$ cat src/rtl/ref_pkg.sv
package ref_pkg;
  typedef enum logic [1:0] {ST_IDLE, ST_LOCK, ST_SELF, ST_EXIT} refState_t;

  typedef struct packed {
    logic issueRef;
    logic enterSelf;
    logic exitSelf;
  } refStrobes_t;

  localparam logic [3:0] PINS_REFRESH  = 4'b0001;
  localparam logic [3:0] PINS_DESELECT = 4'b1111;
endpackage

$ cat src/rtl/ref_datapath.sv
module ref_datapath import ref_pkg::*; #(
  parameter int CNT_W  = 11,
  parameter int MISS_W = 8,
  parameter int LOCK_W = 4
) (
  input  logic              clk,
  input  logic              rst_n,
  input  logic              refEnable,
  input  logic              selfMode,
  input  logic [CNT_W-1:0]  refCount,
  input  logic [1:0]        prechargeCode,
  input  logic [1:0]        semiRowCode,
  input  logic              inSelf,
  input  refStrobes_t       strobes,
  output logic              pending,
  output logic              lockDone,
  output logic [MISS_W-1:0] missedCount,
  output logic [3:0]        cmdPins,
  output logic              cke
);
  localparam int PER_W = CNT_W + 1;
  localparam logic [MISS_W-1:0] MISS_MAX = {MISS_W{1'b1}};

  logic [PER_W-1:0]  intervalCnt;
  logic [PER_W-1:0]  periodM1;
  logic [LOCK_W-1:0] lockCnt;
  logic [LOCK_W-1:0] trcM1;
  logic [1:0]        preEff;
  logic              run;
  logic              tick;
  logic              refIssued;

  // period minus one = 2^CNT_W - refCount
  assign periodM1  = (PER_W'(1) << CNT_W) - {1'b0, refCount};
  assign preEff    = (prechargeCode == 2'b11) ? 2'd2 : prechargeCode;
  // Trc - 1 = (4 + semi) + (2 + pre) - 1
  assign trcM1     = LOCK_W'(5) + LOCK_W'(semiRowCode) + LOCK_W'(preEff);
  assign run       = refEnable && !selfMode && !inSelf;
  assign tick      = run && (intervalCnt == '0);
  assign refIssued = strobes.issueRef || strobes.enterSelf;
  assign lockDone  = (lockCnt == '0);

  always_ff @(posedge clk) begin
    if (!rst_n) begin
      intervalCnt <= '0;
      pending     <= 1'b0;
      missedCount <= '0;
      lockCnt     <= '0;
      cmdPins     <= PINS_DESELECT;
      cke         <= 1'b1;
    end else begin
      if (!run || intervalCnt == '0) intervalCnt <= periodM1;
      else                           intervalCnt <= intervalCnt - 1'b1;

      if (!refEnable)     pending <= 1'b0;
      else if (tick)      pending <= 1'b1;
      else if (refIssued) pending <= 1'b0;

      if (tick && pending && !refIssued && missedCount != MISS_MAX)
        missedCount <= missedCount + 1'b1;

      if (strobes.issueRef || strobes.exitSelf) lockCnt <= trcM1;
      else if (!lockDone)                       lockCnt <= lockCnt - 1'b1;

      cmdPins <= refIssued ? PINS_REFRESH : PINS_DESELECT;

      if (strobes.enterSelf)     cke <= 1'b0;
      else if (strobes.exitSelf) cke <= 1'b1;
    end
  end


  no_overflow_chk: assert property (@(posedge clk) disable iff (!rst_n)
    (missedCount == MISS_MAX) |=> (missedCount == MISS_MAX));


  ref_enabled_chk: assert property (@(posedge clk) disable iff (!rst_n)
    (cmdPins == PINS_REFRESH) |-> $past(refEnable));


  ref_single_chk: assert property (@(posedge clk) disable iff (!rst_n)
    (cmdPins == PINS_REFRESH) |=> (cmdPins == PINS_DESELECT));
endmodule

$ cat src/rtl/ref_control.sv
module ref_control import ref_pkg::*; (
  input  logic        clk,
  input  logic        rst_n,
  input  logic        refEnable,
  input  logic        selfMode,
  input  logic        sleepReq,
  input  logic        accessIdle,
  input  logic        pending,
  input  logic        lockDone,
  output refStrobes_t strobes,
  output logic        busy,
  output logic        inSelf
);
  refState_t state, stateNext;
  logic      selfWanted;

  assign selfWanted = refEnable && (selfMode || sleepReq);

  always_comb begin
    stateNext = state;
    strobes   = '0;
    unique case (state)
      ST_IDLE: begin
        if (selfWanted && accessIdle) begin
          strobes.enterSelf = 1'b1;
          stateNext         = ST_SELF;
        end else if (refEnable && pending && accessIdle) begin
          strobes.issueRef = 1'b1;
          stateNext        = ST_LOCK;
        end
      end
      ST_LOCK: if (lockDone) stateNext = ST_IDLE;
      ST_SELF: begin
        if (!selfWanted) begin
          strobes.exitSelf = 1'b1;
          stateNext        = ST_EXIT;
        end
      end
      ST_EXIT: if (lockDone) stateNext = ST_IDLE;
      default: stateNext = ST_IDLE;
    endcase
  end

  always_ff @(posedge clk) begin
    if (!rst_n) state <= ST_IDLE;
    else        state <= stateNext;
  end

  assign busy   = (state != ST_IDLE);
  assign inSelf = (state == ST_SELF);


  strobe_onehot_chk: assert property (@(posedge clk) disable iff (!rst_n)
    $onehot0(strobes));


  issue_busy_chk: assert property (@(posedge clk) disable iff (!rst_n)
    strobes.issueRef |=> busy);


  exit_busy_chk: assert property (@(posedge clk) disable iff (!rst_n)
    strobes.exitSelf |=> (busy && !inSelf));
endmodule

$ cat src/rtl/sdram_refresh_ctl.sv
module sdram_refresh_ctl import ref_pkg::*; #(
  parameter int CNT_W  = 11,
  parameter int MISS_W = 8,
  parameter int LOCK_W = 4
) (
  input  logic              clk,
  input  logic              rst_n,
  input  logic              refEnable,
  input  logic              selfMode,
  input  logic [CNT_W-1:0]  refCount,
  input  logic [1:0]        prechargeCode,
  input  logic [1:0]        semiRowCode,
  input  logic              accessIdle,
  input  logic              sleepReq,
  output logic              refreshReq,
  output logic              busy,
  output logic [3:0]        cmdPins,
  output logic              cke,
  output logic [MISS_W-1:0] missedCount
);
  refStrobes_t strobes;
  logic        pending;
  logic        lockDone;
  logic        inSelf;

  ref_control u_ctrl (
    .clk(clk), .rst_n(rst_n), .refEnable(refEnable), .selfMode(selfMode),
    .sleepReq(sleepReq), .accessIdle(accessIdle), .pending(pending),
    .lockDone(lockDone), .strobes(strobes), .busy(busy), .inSelf(inSelf)
  );

  ref_datapath #(.CNT_W(CNT_W), .MISS_W(MISS_W), .LOCK_W(LOCK_W)) u_dp (
    .clk(clk), .rst_n(rst_n), .refEnable(refEnable), .selfMode(selfMode),
    .refCount(refCount), .prechargeCode(prechargeCode),
    .semiRowCode(semiRowCode), .inSelf(inSelf), .strobes(strobes),
    .pending(pending), .lockDone(lockDone), .missedCount(missedCount),
    .cmdPins(cmdPins), .cke(cke)
  );

  assign refreshReq = pending;


  ref_idle_chk: assert property (@(posedge clk) disable iff (!rst_n)
    (cmdPins == PINS_REFRESH) |-> $past(accessIdle));


  cke_busy_chk: assert property (@(posedge clk) disable iff (!rst_n)
    !cke |-> busy);
endmodule

$ cat config.mk
export PLATFORM = sky130hd
export DESIGN_NAME = sdram_refresh_ctl
export DESIGN_NICKNAME = d
export VERILOG_FILES = /design/src/rtl/ref_pkg.sv /design/src/rtl/ref_datapath.sv /design/src/rtl/ref_control.sv /design/src/rtl/sdram_refresh_ctl.sv
export SDC_FILE = /design/constraint.sdc
export NUM_CORES = 1
export LEC_CHECK = 0
export BUFFER_PORTS_ARGS = -buffer_cell sky130_fd_sc_hd__buf_2
export CAP_MARGIN = 0
export CORE_MARGIN = 5
export CORE_UTILIZATION = 59
export CTS_CLUSTER_SIZE = 10
export DETAILED_ROUTE_END_ITERATION = 8
export PLACE_DENSITY = 0.95
export SYNTH_ARGS = -nofsm -noshare
export SYNTH_HDL_FRONTEND = slang
export SYNTH_SLANG_ARGS = --single-unit
$ cat constraint.sdc
create_clock -name clk -period 6.85 [get_ports clk]
set_input_delay 1.37 -clock clk [delete_from_list [all_inputs] [get_ports clk]]
set_output_delay 1.37 -clock clk [all_outputs]
set_load 0.01 [all_outputs]
Word-level counts from Yosys, hierarchy flattened

Index checks and enable logic that the tools add are counted.

Output and inout port bits: 15
Logic and storage cells: 69
Bits in registers: 32
Bits of input ports: 21

Mux-type cells: 20
Reductions and logical operators: 27
Equal/unequal tests: 9
$add $sub $neg: 6

Operator list:

| cell                     | number |
|---|---|
| $logic_not A12 Y1        | 1 |
| $mux W12                 | 1 |
| $mux W2                  | 6 |
| $mux W4                  | 3 |
| $sub A12 B1 Y12 const B  | 1 |
| $sub A12 B11 Y12 const A | 1 |
| $logic_and A1 B1 Y1      | 10 |
| $mux W1                  | 9 |
| $add A8 B1 Y8 const B    | 1 |
| $ne A8 B8 Y1 const B     | 1 |
| $eq A2 B2 Y1 const B     | 3 |
| $pmux W2 S3              | 1 |
| $reduce_bool A2 Y1       | 3 |
| $add A3 B2 Y4 const A    | 1 |
| $add A4 B2 Y4            | 1 |
| $logic_not A1 Y1         | 4 |
| $logic_not A4 Y1         | 1 |
| $logic_or A1 B1 Y1       | 4 |
| $ne A2 B1 Y1 const B     | 2 |
| $sub A4 B1 Y4 const B    | 1 |
| $ne A3 B1 Y1 const B     | 1 |
| $reduce_and A3 Y1        | 1 |
| $eq A2 B1 Y1 const B     | 1 |
| $logic_not A2 Y1         | 1 |
| other kinds (3)          | 3 |

Logic depth before layout (Yosys ltp)

Depth after elaboration: 9
Depth in mapped cells: 8
Gate-level depth less buffers: 6

By module

Synthesis repeated with hierarchy kept, for this count alone.

Cells, all modules: 227
Area, all modules: 1891.8 um^2

Modules (own cells, without submodules):

| module       | cells an instance | area each (um^2) | instances | sequential area each (um^2) |
|---|---|---|---|---|
| ref_datapath | 210               | 1739.2           | 1         | 540.5 |
| ref_control  | 17                | 152.6            | 1         | 40.0 |

Worst setup path before layout

Ideal clock, no wire load.

Kind: input-to-reg
Start: input port refCount[0]
End: register u_dp.intervalCnt[8]
Data required time: 6.711 ns
Setup time: 0.139 ns
Buffers on the path: 1
Data arrival time: 2.813 ns
Path slack: 3.898 ns
Stages on the path: 7
Cells stage by stage: inv_1 ha_1 or3b_2 clkbuf_1 or4_1 a22oi_1 a211oi_1

Longest elaborated chain between the ends: 2

Ends and longest elaborated chain:

| what                 | line                    | text |
|---|---|---|
| start, declared      | sdram_refresh_ctl.sv:10 | `input logic [CNT_W-1:0] refCount,` |
| $sub A12 B11 Y12     | ref_datapath.sv:34      | `assign periodM1 = (PER_W'(1) << CNT_W) - {1'b0, refCount};` |
| $mux W12             | ref_datapath.sv:52      | `if (!run \|\| intervalCnt == '0) intervalCnt <= periodM1;` |
| end signal, assigned | ref_datapath.sv:52      |  |
| end signal, assigned | ref_datapath.sv:53      | `else intervalCnt <= intervalCnt - 1'b1;` |
| end, declared        | ref_datapath.sv:24      | `logic [PER_W-1:0] intervalCnt;` |

Every way passes these cells.
A chain may end at the register's enable or synchronous reset.

Final worst setup path

Same ends and word-level chain as after synthesis.

==> flow_metrics.py <==
metrics = {
    "yosys": {
        "synth.area.mux_share_pct": 3.95,
        "async_reset_ff_share_pct": 0,
        "ys_warn_count": 0,
        "synth.net_count": 249,
        "synth_top_family_by_area": "simple AND/OR/NAND/NOR gates",
        "netlist_area_um2": 1840,
        "synthDistinctLibCells": 47,
        "synth_edf_count": 0,
        "synth_xor_area_share_pct": 7.16,
        "synth-seq-cells": 29,
        "synthAdderAreaFrac_pct": 5.18,
        "synth_area_per_cell_um2": 8.31,
        "synth_compound_area_share_pct": 15.7,
        "synth_cells": 221,
        "ys_seq_area_share_pct": 31.6,
        "synth_flop_cell": "dfxtp_1",
        "synth-simple-area-share_pct": 29.6,
    },
    "power": {
        "pwr-share-comb_pct": 31.1,
        "p_int_uw": 303,
        "p_leak_uw": 0.000815,
        "switching_share_pct": 31.6,
        "powerDensity_nw_per_um2": 216,
        "p_clk_share_pct": 23.6,
        "seqPwrFrac_pct": 45.3,
        "p_total_uw": 443,
        "power_switching_uw": 140,
        "ir_worst_vdd_mv": 0.138,
    },
    "timing": {
        "whs_ns": 0.508,
        "fin_crit_ns": 2.75,
        "setup_violations": 0,
        "post-route-period-util_pct": 40.1,
        "rsz0062_at_grt": "no",
        "setup_tns_ns": 0,
        "fmaxAchievable_ghz": 0.364,
        "fin_skew_ns": 0.00544,
        "slew_violations": 0,
        "hold_viol_final": 0,
        "tightest_slew_ns": 0.829,
        "slew_headroom_pct": 44.3,
    },
    "cts": {
        "cts_hold_buf": 0,
        "cts_buffers": 5,
        "clk_pin_slew_ns": 0.09,
        "cts.sinks": 29,
        "worstSkewPairLatency_ns": 0.33,
        "post_cts.repair.setup_buffers": 0,
        "post_cts_resized": 0,
        "ctsLongestPathBuffers": 2,
        "cts_tree": "built",
        "root_buffer": "clkbuf_4",
        "htree_levels": 2,
    },
    "global_routing": {
        "grt_max_degree": 20,
        "grt_pass1_vias": 1549,
        "grt_pass1_wl_um": 6620,
        "overflow": 0,
        "grt_usage_pct": 19.6,
        "antenna_found_initial": 0,
    },
    "worst_setup_path": {
        "critical_path.max_fanout": 5,
        "crit_path_end_kind": "flop",
        "crit_start": "refCount[0]",
        "reg2reg_slack_ns": 4.38,
        "rr_endpoint": "u_dp.missedCount[6]",
        "worstRegToRegCells": 4,
        "crit_end": "u_dp.intervalCnt[8]",
        "crit_required_ns": 7.05,
        "startpoint_type": "primary input",
        "arrival_ns": 2.94,
        "timing.rr.start": "u_dp.intervalCnt[6]",
        "path_class": "primary input to flop",
    },
    "floorplanning": {
        "ios": 36,
        "start_util_pct": 60.6,
        "core_area_um2": 3030,
        "die_w_um": 65.8,
        "dieHeight_um": 65.8,
        "die_area_um2": 4330,
        "rows": 20,
    },
    "routing": {
        "wl_met3_um": 262,
        "drtIter0Drc": 116,
        "drc": 0,
        "vias": 1767,
        "wirelength_um": 4000,
        "wl_per_cell_um": 13.7,
        "wl_met2_um": 1850,
        "met1_length_um": 1780,
        "viasPerCell": 6.03,
        "first_pass_iters": 4,
        "top_layer_used": "met4",
        "drtAntennaViolNets": 0,
    },
    "layout": {
        "final_common_cell": "buf_2",
        "fin_util_pct": 67.7,
        "area_growth_pct": 11.7,
        "final_cell_mix": "buf_2 (34), dfxtp_1 (29), inv_1 (13), nand2_1 (12)",
        "nFillCells": 260,
        "layout.nets": 277,
        "n_antenna_cell": 0,
        "stdcell_count": 293,
        "drive_above_1_share_pct": 20.5,
    },
    "placement": {
        "dp_cells": 286,
        "port_buffers": 34,
        "dpl.hpwl_um": 2970,
        "gp_congestion": 0.809,
    },
    "status": {
        "outcome": "finished clean",
    },
    "job": {
        "cap_violations": 0,
    },
    "worst_hold_path": {
        "hp-class": "flop to flop",
        "worstHoldPathCells": 2,
    },
}
## flip-flops by register name, summed over array words and instances (netlist names)
name and flops:
u_dp.cke 1, u_dp.intervalCnt 12, u_ctrl.state 2, u_dp.cmdPins 1
u_dp.missedCount 8, u_dp.lockCnt 4, u_dp.pending 1
## power by group through the flow
stage / logic, uW / clock network, uW / registers (uW)
after CTS: 138 / 106 / 200
after global placement: 130 / 0 / 203
after global routing: 153 / 115 / 203
final: 138 / 105 / 201
after floorplan: 109 / 0 / 201
after detailed placement: 137 / 0 / 204
## per-stage QoR
| stage | setup WS [ns] | cell area [um2] |
|---|---|---|
| finish | 4.10 | 2050 |
| detailed placement | 3.75 | 2000 |
| global route | 4.05 | 2050 |
| global placement | 3.80 | 2000 |
| CTS | 4.11 | 2050 |
| floorplan | 3.90 | 1840 |
## synth_stat cells, types with 4 or more instances
master	count	area, um2
nand2_1	12	45.0
dfxtp_1	29	581
a211oi_1	4	30.0
nand3b_1	4	30.0
o21ai_0	8	40.0
nand3_1	6	30.0
a21oi_1	9	45.0
nor3_1	10	50.1
nand4_1	4	25.0
mux2i_1	5	50.1
clkbuf_1	7	26.3
nor4_1	8	50.1
or3_1	10	62.6
or4_1	5	37.5
o22ai_1	4	25.0
o31ai_1	6	45.0
xor2_1	5	43.8
inv_1	13	48.8
nor2_1	10	37.5
xnor2_1	10	87.6
nand2b_1	5	31.3
ha_1	6	75.1
## area by class of cell
type,instances,area [um2],share of cell area (%)
inverter,13,48.8,2.38
clock buffer,7,55.1,2.68
multi-input combinational,165,1130,55.3
tap,44,55.1,2.68
sequential,29,581,28.3
timing repair buffer,35,178,8.66
## critical path, cell delays in order
cell and delay (ns):
buf_2 0.12, inv_1 0.05, ha_1 0.17, or3b_2 0.51
or4_1 0.48, a22oi_1 0.17, a211oi_1 0.07
## how the worst min path moves through the flow
stage	from	endpoint	slack, ns
CTS	u_dp.missedCount[4]	u_dp.missedCount[4]	0.51
global route	u_dp.missedCount[1]	u_dp.missedCount[1]	0.55
global placement	u_dp.missedCount[4]	u_dp.missedCount[4]	0.49
detailed placement	u_dp.missedCount[1]	u_dp.missedCount[1]	0.50
floorplan	u_dp.intervalCnt[0]	u_dp.intervalCnt[0]	0.49
finish	u_dp.missedCount[5]	u_dp.missedCount[5]	0.51
## routing by layer
| layer | global-route usage (%) | vias up |
|---|---|---|
| li1 | - | 869 |
| met5 | 0 | - |
| met4 | 11.7 | 0 |
| met3 | 4.76 | 12 |
| met2 | 31.7 | 64 |
| met1 | 23.5 | 822 |
## cells by family after synthesis
logic type	count (synthesis)
simple gates	92
compound gates	43
flops	29
buf+inv	27
xor+xnor	15
fa+ha+maj	7
mux	7
other cells	1
No activity file was read; power rests on OpenSTA's default activity.
